==> src/rtl/ptp_tsq_pkg.sv <==
package ptp_tsq_pkg;

    localparam int SEC_W  = 32;
    localparam int NS_W   = 32;
    localparam int SEQ_W  = 16;
    localparam int TYPE_W = 4;
    localparam int REG_W  = 16;
    localparam int ADDR_W = 4;

    // register addresses
    localparam logic [ADDR_W-1:0] A_CTRL   = 4'd0;
    localparam logic [ADDR_W-1:0] A_TXMODE = 4'd1;
    localparam logic [ADDR_W-1:0] A_RXMODE = 4'd2;
    localparam logic [ADDR_W-1:0] A_RDCTL  = 4'd3;
    localparam logic [ADDR_W-1:0] A_STAT   = 4'd4;
    localparam logic [ADDR_W-1:0] A_NS_LO  = 4'd5;
    localparam logic [ADDR_W-1:0] A_NS_HI  = 4'd6;
    localparam logic [ADDR_W-1:0] A_S_LO   = 4'd7;
    localparam logic [ADDR_W-1:0] A_S_HI   = 4'd8;
    localparam logic [ADDR_W-1:0] A_SEQ    = 4'd9;
    localparam logic [ADDR_W-1:0] A_INFO   = 4'd10;

    // bit positions
    localparam int B_TX_EN   = 0;
    localparam int B_RX_EN   = 8;
    localparam int B_OPEN    = 0;
    localparam int B_CLOSE   = 1;
    localparam int B_PENDING = 1;
    localparam int B_OVF     = 2;

    typedef struct packed {
        logic [SEC_W-1:0]  sec;
        logic [NS_W-1:0]   nsec;
        logic [SEQ_W-1:0]  seq;
        logic [TYPE_W-1:0] mtype;
        logic              dir_tx;
    } tsq_entry_t;

    typedef enum logic [1:0] {
        RD_IDLE  = 2'd0,
        RD_HOLD  = 2'd1,
        RD_CLOSE = 2'd2
    } rd_state_t;

endpackage

==> src/rtl/tsq_filter.sv <==
module tsq_filter
    import ptp_tsq_pkg::*;
#(
    parameter int NUM_EVT = 4,
    parameter int CPU_OFS = 8
) (
    input  logic              sop_valid,
    input  logic              sop_tx,
    input  logic [TYPE_W-1:0] sop_type,
    input  logic              tx_en,
    input  logic              rx_en,
    input  logic [REG_W-1:0]  tx_mode,
    input  logic [REG_W-1:0]  rx_mode,
    output logic              accept
);
    logic [REG_W-1:0]   mode_sel;
    logic [NUM_EVT-1:0] type_hit;

    assign mode_sel = sop_tx ? tx_mode : rx_mode;

    // one qualifier per event message type
    for (genvar t = 0; t < NUM_EVT; t++) begin : g_evt
        assign type_hit[t] = (sop_type == TYPE_W'(t)) &&
                             ((|mode_sel[2*t +: 2]) || (|mode_sel[CPU_OFS + 2*t +: 2]));
    end

    assign accept = sop_valid && (sop_tx ? tx_en : rx_en) && (|type_hit);
endmodule

==> src/rtl/tsq_fifo.sv <==
module tsq_fifo
    import ptp_tsq_pkg::*;
#(
    parameter int DEPTH = 8
) (
    input  logic         clk,
    input  logic         rst_n,
    input  logic         push,
    input  tsq_entry_t   din,
    input  logic         pop,
    output tsq_entry_t   head,
    output logic [$clog2(DEPTH+1)-1:0] count,
    output logic         full,
    output logic         empty
);
    localparam int PW = (DEPTH > 1) ? $clog2(DEPTH) : 1;
    localparam int CW = $clog2(DEPTH+1);

    tsq_entry_t      mem [DEPTH];
    logic [PW-1:0]   wr_ptr, rd_ptr;
    logic            do_push, do_pop;

    assign full    = (count == CW'(DEPTH));
    assign empty   = (count == '0);
    assign do_push = push && !full;
    assign do_pop  = pop && !empty;
    assign head    = mem[rd_ptr];

    function automatic logic [PW-1:0] nxt(input logic [PW-1:0] p);
        return (p == PW'(DEPTH-1)) ? '0 : p + 1'b1;
    endfunction

    always_ff @(posedge clk) begin
        if (!rst_n) begin
            wr_ptr <= '0;
            rd_ptr <= '0;
            count  <= '0;
        end else begin
            if (do_push) wr_ptr <= nxt(wr_ptr);
            if (do_pop)  rd_ptr <= nxt(rd_ptr);
            unique case ({do_push, do_pop})
                2'b10:   count <= count + 1'b1;
                2'b01:   count <= count - 1'b1;
                default: count <= count;
            endcase
        end
    end

    always_ff @(posedge clk) begin
        if (do_push) mem[wr_ptr] <= din;
    end
endmodule

==> src/rtl/tsq_reader.sv <==
module tsq_reader
    import ptp_tsq_pkg::*;
(
    input  logic       clk,
    input  logic       rst_n,
    input  logic       open_wr,
    input  logic       close_wr,
    input  logic       zero_wr,
    input  logic       q_empty,
    input  tsq_entry_t q_head,
    output logic       pop,
    output rd_state_t  state,
    output tsq_entry_t image
);
    rd_state_t state_nx;
    logic      load;

    // state register
    always_ff @(posedge clk) begin
        if (!rst_n) state <= RD_IDLE;
        else        state <= state_nx;
    end

    // next state and outputs
    always_comb begin
        state_nx = state;
        load     = 1'b0;
        pop      = 1'b0;
        unique case (state)
            RD_IDLE: begin
                if (open_wr && !q_empty) begin
                    load     = 1'b1;
                    state_nx = RD_HOLD;
                end
            end
            RD_HOLD: begin
                if (close_wr) begin
                    pop      = 1'b1;
                    state_nx = RD_CLOSE;
                end
            end
            RD_CLOSE: begin
                if (zero_wr) state_nx = RD_IDLE;
            end
            default: state_nx = RD_IDLE;
        endcase
    end

    always_ff @(posedge clk) begin
        if (!rst_n)    image <= '0;
        else if (load) image <= q_head;
    end
endmodule

==> src/rtl/ptp_evt_ts_queue.sv <==
module ptp_evt_ts_queue
    import ptp_tsq_pkg::*;
#(
    parameter int DEPTH = 8
) (
    input  logic              clk,
    input  logic              rst_n,
    input  logic              sop_valid,
    input  logic              sop_tx,
    input  logic [TYPE_W-1:0] sop_type,
    input  logic [SEQ_W-1:0]  sop_seq,
    input  logic [SEC_W-1:0]  cur_sec,
    input  logic [NS_W-1:0]   cur_nsec,
    input  logic              reg_wr,
    input  logic [ADDR_W-1:0] reg_addr,
    input  logic [REG_W-1:0]  reg_wdata,
    output logic [REG_W-1:0]  reg_rdata,
    output logic              ts_pending
);
    localparam int CW = $clog2(DEPTH+1);

    logic [REG_W-1:0] ctrl_q, txmode_q, rxmode_q;
    logic             ovf_flag, ovf_clr;
    logic             accept, q_full, q_empty, pop;
    logic [CW-1:0]    fill_cnt;
    logic             open_wr, close_wr, zero_wr;
    tsq_entry_t       new_entry, q_head, image;
    rd_state_t        rd_state;

    assign open_wr  = reg_wr && reg_addr == A_RDCTL && reg_wdata[B_OPEN];
    assign close_wr = reg_wr && reg_addr == A_RDCTL && reg_wdata[B_CLOSE];
    assign zero_wr  = reg_wr && reg_addr == A_RDCTL && reg_wdata == '0;
    assign ovf_clr  = reg_wr && reg_addr == A_STAT  && reg_wdata[B_OVF];

    tsq_filter u_filter (
        .sop_valid (sop_valid),
        .sop_tx    (sop_tx),
        .sop_type  (sop_type),
        .tx_en     (ctrl_q[B_TX_EN]),
        .rx_en     (ctrl_q[B_RX_EN]),
        .tx_mode   (txmode_q),
        .rx_mode   (rxmode_q),
        .accept    (accept)
    );

    assign new_entry = '{sec: cur_sec, nsec: cur_nsec, seq: sop_seq,
                         mtype: sop_type, dir_tx: sop_tx};

    tsq_fifo #(.DEPTH(DEPTH)) u_fifo (
        .clk   (clk),
        .rst_n (rst_n),
        .push  (accept),
        .din   (new_entry),
        .pop   (pop),
        .head  (q_head),
        .count (fill_cnt),
        .full  (q_full),
        .empty (q_empty)
    );

    tsq_reader u_reader (
        .clk      (clk),
        .rst_n    (rst_n),
        .open_wr  (open_wr),
        .close_wr (close_wr),
        .zero_wr  (zero_wr),
        .q_empty  (q_empty),
        .q_head   (q_head),
        .pop      (pop),
        .state    (rd_state),
        .image    (image)
    );

    // configuration and sticky overflow
    always_ff @(posedge clk) begin
        if (!rst_n) begin
            ctrl_q   <= '0;
            txmode_q <= '0;
            rxmode_q <= '0;
            ovf_flag <= 1'b0;
        end else begin
            if (reg_wr && reg_addr == A_CTRL)   ctrl_q   <= reg_wdata;
            if (reg_wr && reg_addr == A_TXMODE) txmode_q <= reg_wdata;
            if (reg_wr && reg_addr == A_RXMODE) rxmode_q <= reg_wdata;
            if (accept && q_full)  ovf_flag <= 1'b1;
            else if (ovf_clr)      ovf_flag <= 1'b0;
        end
    end

    assign ts_pending = !q_empty;

    always_comb begin
        reg_rdata = '0;
        unique case (reg_addr)
            A_CTRL:   reg_rdata = ctrl_q;
            A_TXMODE: reg_rdata = txmode_q;
            A_RXMODE: reg_rdata = rxmode_q;
            A_RDCTL:  reg_rdata = REG_W'(rd_state);
            A_STAT: begin
                reg_rdata[B_PENDING] = ts_pending;
                reg_rdata[B_OVF]     = ovf_flag;
            end
            A_NS_LO:  reg_rdata = image.nsec[15:0];
            A_NS_HI:  reg_rdata = image.nsec[31:16];
            A_S_LO:   reg_rdata = image.sec[15:0];
            A_S_HI:   reg_rdata = image.sec[31:16];
            A_SEQ:    reg_rdata = image.seq;
            A_INFO:   reg_rdata = {image.mtype, image.dir_tx, 11'd0};
            default:  reg_rdata = '0;
        endcase
    end
endmodule

==> config.mk <==
export PLATFORM = sky130hd
export DESIGN_NAME = ptp_evt_ts_queue
export DESIGN_NICKNAME = d
export VERILOG_FILES = /design/src/rtl/ptp_tsq_pkg.sv /design/src/rtl/tsq_filter.sv /design/src/rtl/tsq_fifo.sv /design/src/rtl/tsq_reader.sv /design/src/rtl/ptp_evt_ts_queue.sv
export SDC_FILE = /design/constraint.sdc
export NUM_CORES = 1
export LEC_CHECK = 0
export BUFFER_PORTS_ARGS = -buffer_cell sky130_fd_sc_hd__buf_2
export CAP_MARGIN = 20
export CORE_MARGIN = 3
export CORE_UTILIZATION = 50
export CTS_CLUSTER_SIZE = 40
export DETAILED_ROUTE_END_ITERATION = 6
export HOLD_SLACK_MARGIN = 0.1
export PLACE_DENSITY = 0.74
export SYNTH_ARGS = -nofsm -noshare
export SYNTH_HDL_FRONTEND = slang
export SYNTH_SLANG_ARGS = --single-unit
==> constraint.sdc <==
create_clock -name clk -period 31.5 [get_ports clk]
set_input_delay 1.575 -clock clk [delete_from_list [all_inputs] [get_ports clk]]
set_output_delay 1.575 -clock clk [all_outputs]
set_load 0.02 [all_outputs]
==> metrics.cfg, run 1 <==
[sta]
hold_viol = 0
fin_hold_ws_ns = 0.463
fmax_mhz = 169
fin_ws_ns = 25.58
setup_tns_ns = 0
maxSlewViolCount = 0
slew_headroom_pct = 23.6
rsz0062_at_grt = false
setup_violations = 0
fin_crit_sh_pct = 18.8
tightest_slew_ns = 1.15
fin_skew_ns = 0.0184
fin_crit_ns = 5.92

[floorplan]
core_region_area_um2 = 62200
start_util_pct = 50.9
rows = 91
die_y_um = 258
dieArea_um2 = 66400
ios = 126
fp.dieW_um = 258

[power]
power_density_nw_per_um2 = 60.3
power.leakage_nw = 11.0
peakVddDrop_mv = 0.0424

[yosys]
avgSynthCellArea_um2 = 18.2
yosys_warnings = 0
synth_compound_area_share_pct = 4.88
ys_seq_area_share_pct = 73.7
synth_top_family_by_area = multiplexers
syn-num-nets = 1852
synth_simple_gate_area_share_pct = 4.26
synth_flop_cell = edfxtp_1
synth.cell_area_um2 = 31700
synth-xor-area-share_pct = 0.0830
synth-edff-count = 680
yosys-mux-area-fraction_pct = 15.3
async_flop_share_pct = 0
ys_ff_latch = 826
syn_inst = 1736
synth_fa_ha_area_share_pct = 0.277
yosys.cell_types.count = 51

[placement]
dp_slack_ns = 25.67
dp_hpwl_um = 46000
portBuffers = 125
place_area_um2 = 33200
globalplace.congestion = 0.952
place_inst = 2617

[layout]
num-fill-cells = 4563
final_cell_mix = 680 x edfxtp_1, 170 x mux4_2, 143 x dfxtp_1
fin_area_um2 = 35900
drive_gt1_share_pct = 24.3
layout_commonest_cell = edfxtp_1
finalNonFillerCells = 2777
nets = 1981
area_growth_pct = 13.3

[drt]
ant_nets = 0
drt_iter0_markers = 1900
drc = 0
drt_wl_total_um = 75400
via_count = 16806
via_per_inst = 6.05
drt_pass1_iterations = 6
wl_per_cell_um = 27.1

[cts]
clk_pin_slew_ns = 0.06
cts_root_buf = clkbuf_16
htreeDepth = 3
clk_latency_ns = 0.63
clock_sinks = 826
clock_path_buffers = 3
cts_setup_buffers = 0
cts_tree = built
cts_buffers = 82
cts_hold_buffers = 0
cts_resized = 0

[critical_path]
timing.critical_path.cells = buf_2 -> nor2b_1 -> and2_0 -> a22oi_1 -> o2111ai_1 -> buf_2
worst_r2r_path_depth = 7
critPathMaxFanout = 17
cp.required_ns = 29.93
path_class = input pin to primary output
cpLargestDelayFamily = simple AND/OR/NAND/NOR gates
cp_slowest_cell = and2_0
startpoint = reg_addr[2]
reg2reg_from = txmode_q[1]
rr_endpoint = u_fifo.mem[6][83]
r2r_slack_ns = 27.61
endpoint = reg_rdata[10]
crit_cells = 6
endpoint_kind = primary output
arrival_ns = 4.34
slowest_delay_ns = 0.90
cp_num_buf_inv = 2
start_kind = input pin
critPathMostFrequentCell = buf_2

[global_routing]
overflow = 0
grtUsageMet2_pct = 35.8
antenna_found_initial = 12
grt_max_degree = 90
grt_pass1_vias = 16875
grt_use_met1_pct = 33.0
use_met3_pct = 4.91
gr-usage-all-layers_pct = 23.0
grt_first_pass_wirelength_um = 113000
top_usage_layer = met2

[job]
maxCapViolCount = 0

[worst_hold_path]
hold_path_class = flip-flop to flip-flop
min_from = ctrl_q[9]

[status]
status = completed

-- logic make-up (layout without fill, tap and decap cells) --
group / Yosys count / in the layout
flip-flops: 826 / 826
AND/OR/NAND/NOR: 296 / 296
multiplexers: 271 / 271
AO/OA/AOI/OAI: 217 / 217
buffers and inverters: 116 / 315
adder cells (fa/ha/maj): 7 / 7
XOR/XNOR: 3 / 3
other: 0 / 5
-- worst reg2reg max path, cell delays in order (launching register included) --
cell       delay (ns)
dfxtp_1          0.43
or4b_2           0.18
o221ai_1         0.11
a2111oi_1        0.48
o211ai_1         0.27
buf_4            0.28
nor2_4           0.70
buf_4            0.85
-- report_power, final --
group	internal (mW)	total (mW)	switching, mW
sequential	1.18	1.18	0.000882
combinational	0.00779	0.0322	0.0244
clock	0.552	0.950	0.398
-- sequential cells by signal, summed over array words and instances, names as in the netlist, 2 cells and up --
signal,cells
u_reader.image,85
u_fifo.count,4
u_fifo.rd_ptr,3
rxmode_q,16
u_fifo.wr_ptr,3
u_reader.state,2
ctrl_q,16
u_fifo.mem,680
txmode_q,16
-- per-stage QoR --
stage	power [mW]	utilization [%]
global route	2.23	57.7
finish	2.16	57.7
floorplan	1.21	-
detailed placement	1.24	53.4
CTS	2.18	57.7
global placement	1.23	53.4
-- cells in the mapped netlist (all sizes together), types with 5 or more instances --
master,number,area [um^2]
o21ai,5,25.0
and2,5,31.3
mux2,5,56.3
nor2b,5,31.3
ha,7,87.6
buf,40,180
mux4,170,3830
mux2i,96,961
clkbuf,72,270
nor4,9,71.3
edfxtp,680,20400
nand3,12,60.1
a222oi,10,100
dfxtp,146,2920
nor3,8,40.0
a22oi,21,158
a22o,8,70.1
nor2,104,398
nand2,118,443
a21oi,55,275
a211oi,85,638
a221oi,8,70.1
a32oi,6,52.6
o211ai,5,37.5
-- metal layers --
metal / up-vias / share of wire [%]
met5: - / 0.11
met4: 14 / 2.7
met3: 131 / 7.5
met2: 646 / 48
met1: 8693 / 42
li1: 7322 / -
-- worst min path at each step --
| stage | depth (start not counted) | to | slack (ns) |
|---|---|---|---|
| after detailed placement | 2 | ctrl_q[9] | 0.45 |
| after CTS | 2 | ctrl_q[9] | 0.46 |
| after global routing | 2 | ctrl_q[7] | 0.49 |
| final | 2 | ctrl_q[9] | 0.46 |
| after floorplan | 2 | ovf_flag | 0.43 |
| after global placement | 2 | ctrl_q[9] | 0.45 |
-- layout make-up --
| cell class | count | area [um^2] | area share, % |
|---|---|---|---|
| antenna | 5 | 12.5 | 0.0349 |
| clock buffer | 107 | 2240 | 6.24 |
| clock inverter | 47 | 404 | 1.13 |
| inverter | 4 | 17.5 | 0.0489 |
| multi-input combinational | 794 | 7920 | 22.1 |
| sequential | 826 | 23400 | 65.1 |
| tap | 837 | 1050 | 2.92 |
| timing repair buffer | 157 | 863 | 2.41 |
Power figures use the tool's default switching activity.
==> inputs of run 2 (changes only) <==
==> constraint.sdc (replaced) <==
create_clock -name clk -period 5.6 [get_ports clk]
set_input_delay 0.28 -clock clk [delete_from_list [all_inputs] [get_ports clk]]
set_output_delay 0.28 -clock clk [all_outputs]
set_load 0.02 [all_outputs]
==> run 2 against run 1 <==
- clock power grew to 5.9 times the previous value
- final cell count is 3.6% higher
- count of clock-buffer cells in the layout decreased by 6
- die area unchanged
- sequential power grew to 5.6 times the previous value
- core utilization up 2.0 points
- clock skew is 0.0029 ns higher
- wire length down 2.0%
- critical endpoint is now u_fifo.count[2]
- largest cell class unchanged
==> metrics.cfg, run 2 (synthesized netlist as in run 1, its figures left out) <==
[status]
status = completed

[cts]
cts_tree = built
cts_buffers = 84
clk_latency_ns = 0.64
cts_setup_buffers = 0
htreeDepth = 3
clock_sinks = 826
cts_root_buf = clkbuf_16
clk_pin_slew_ns = 0.06
cts_resized = 0
clock_path_buffers = 3
cts_hold_buffers = 102

[floorplan]
dieArea_um2 = 66400
die_y_um = 258
ios = 126
core_region_area_um2 = 62200
fp.dieW_um = 258
start_util_pct = 50.9
rows = 91

[critical_path]
cp.required_ns = 6.16
reg2reg_from = txmode_q[1]
arrival_ns = 4.03
start_kind = input pin
rr_endpoint = u_fifo.count[2]
endpoint_kind = flip-flop
path_class = input pin to flip-flop
r2r_slack_ns = 2.26
endpoint = u_fifo.count[2]
worst_r2r_path_depth = 12
startpoint = sop_tx
critPathMaxFanout = 17

[drt]
drt_pass1_iterations = 6
drt_iter0_markers = 1732
top_layer_used = met4
drt_wl_total_um = 73900
wl_met3_um = 5460
via_per_inst = 5.91
met1_length_um = 30500
dr_wl_met2_um = 36100
wl_per_cell_um = 25.7
via_count = 16994
drc = 0
ant_nets = 0

[layout]
largest_register = u_fifo.mem
fin_area_um2 = 37100
final_cell_mix = 680 x edfxtp_1, 170 x mux4_2, 143 x dfxtp_1
largest_reg_flops = 680
drive_gt1_share_pct = 23.5
area_growth_pct = 17.2
fin_util_pct = 59.7
layout_commonest_cell = edfxtp_1
nets = 2081
reg_top3 = u_fifo.mem (680), u_reader.image (85)

[sta]
fin_crit_sh_pct = 62.1
fmax_mhz = 288
hold_viol = 0
setup_tns_ns = 0
fin_crit_ns = 3.48
tightest_slew_ns = 1.14
slew_headroom_pct = 23.8
rsz0062_at_grt = false
maxSlewViolCount = 0
setup_violations = 0
fin_skew_ns = 0.0212

[global_routing]
overflow = 0
antenna_found_initial = 4
grt_pass1_vias = 17390
grt_max_degree = 93
grt_first_pass_wirelength_um = 111000
gr-usage-all-layers_pct = 22.3

[power]
peakVddDrop_mv = 0.260
power_density_nw_per_um2 = 337
power.leakage_nw = 11.5

[placement]
portBuffers = 125
globalplace.congestion = 0.950
place_area_um2 = 33300
dp_hpwl_um = 44000

[worst_hold_path]
hold_path_class = input pin to flip-flop

[job]
maxCapViolCount = 0

==> run 2: worst min path at each step <==
stage | start | endpoint | slack [ns] | depth (start not counted)
final | sop_valid | ovf_flag | 0.15 | 4
after global routing | sop_valid | ovf_flag | 0.14 | 4
after CTS | reg_wr | ovf_flag | 0.11 | 4
after detailed placement | ovf_flag | ovf_flag | 0.45 | 2
after global placement | ctrl_q[12] | ctrl_q[12] | 0.44 | 2
after floorplan | sop_tx | u_fifo.mem[0][0] | 0.38 | 0
==> run 2: per-stage QoR <==
stage	power [mW]	worst slack (ns)	hold slack, ns	instances
2_1_floorplan	6.83	-1.07	0.379	1736
3_3_place_gp	6.95	2.11	0.444	2613
3_5_place_dp	6.96	2.09	0.450	2613
4_1_cts	12.6	2.19	0.108	2872
5_1_grt	12.9	1.98	0.139	2873
6_report	12.5	2.12	0.154	2876
==> run 2: critical path, cell delays in order <==
cell and delay, ns:
dlygate4sd3_1 0.53, buf_2 0.32, or4b_2 0.63, o221ai_1 0.23, a2111oi_1 0.16, o211ai_1 0.23, buf_4 0.34, ha_1 0.31
xor2_1 0.17, ha_1 0.16, a21oi_1 0.05, xor2_1 0.16, or3_1 0.31, a21oi_1 0.14
==> run 2: where the power goes <==
| group | switching, mW | internal [mW] |
|---|---|---|
| Sequential | 0.00383 | 6.64 |
| Combinational | 0.159 | 0.0910 |
| Clock | 2.34 | 3.29 |
==> run 2: final cells by class <==
class	instances	area, um^2
Fill cell	4529	25000
Multi-Input combinational cell	794	7960
Inverter	4	17.5
Tap cell	837	1050
Antenna cell	3	7.51
Clock buffer	101	2200
Timing Repair Buffer	255	1930
Clock inverter	56	607
Sequential cell	826	23400
==> run 2: layer usage <==
layer  GRT usage, %  vias to the layer above
met5              0                        -
met4           6.59                        0
met3           4.93                      133
met2           35.6                      631
met1           31.3                     8732
li1               -                     7498
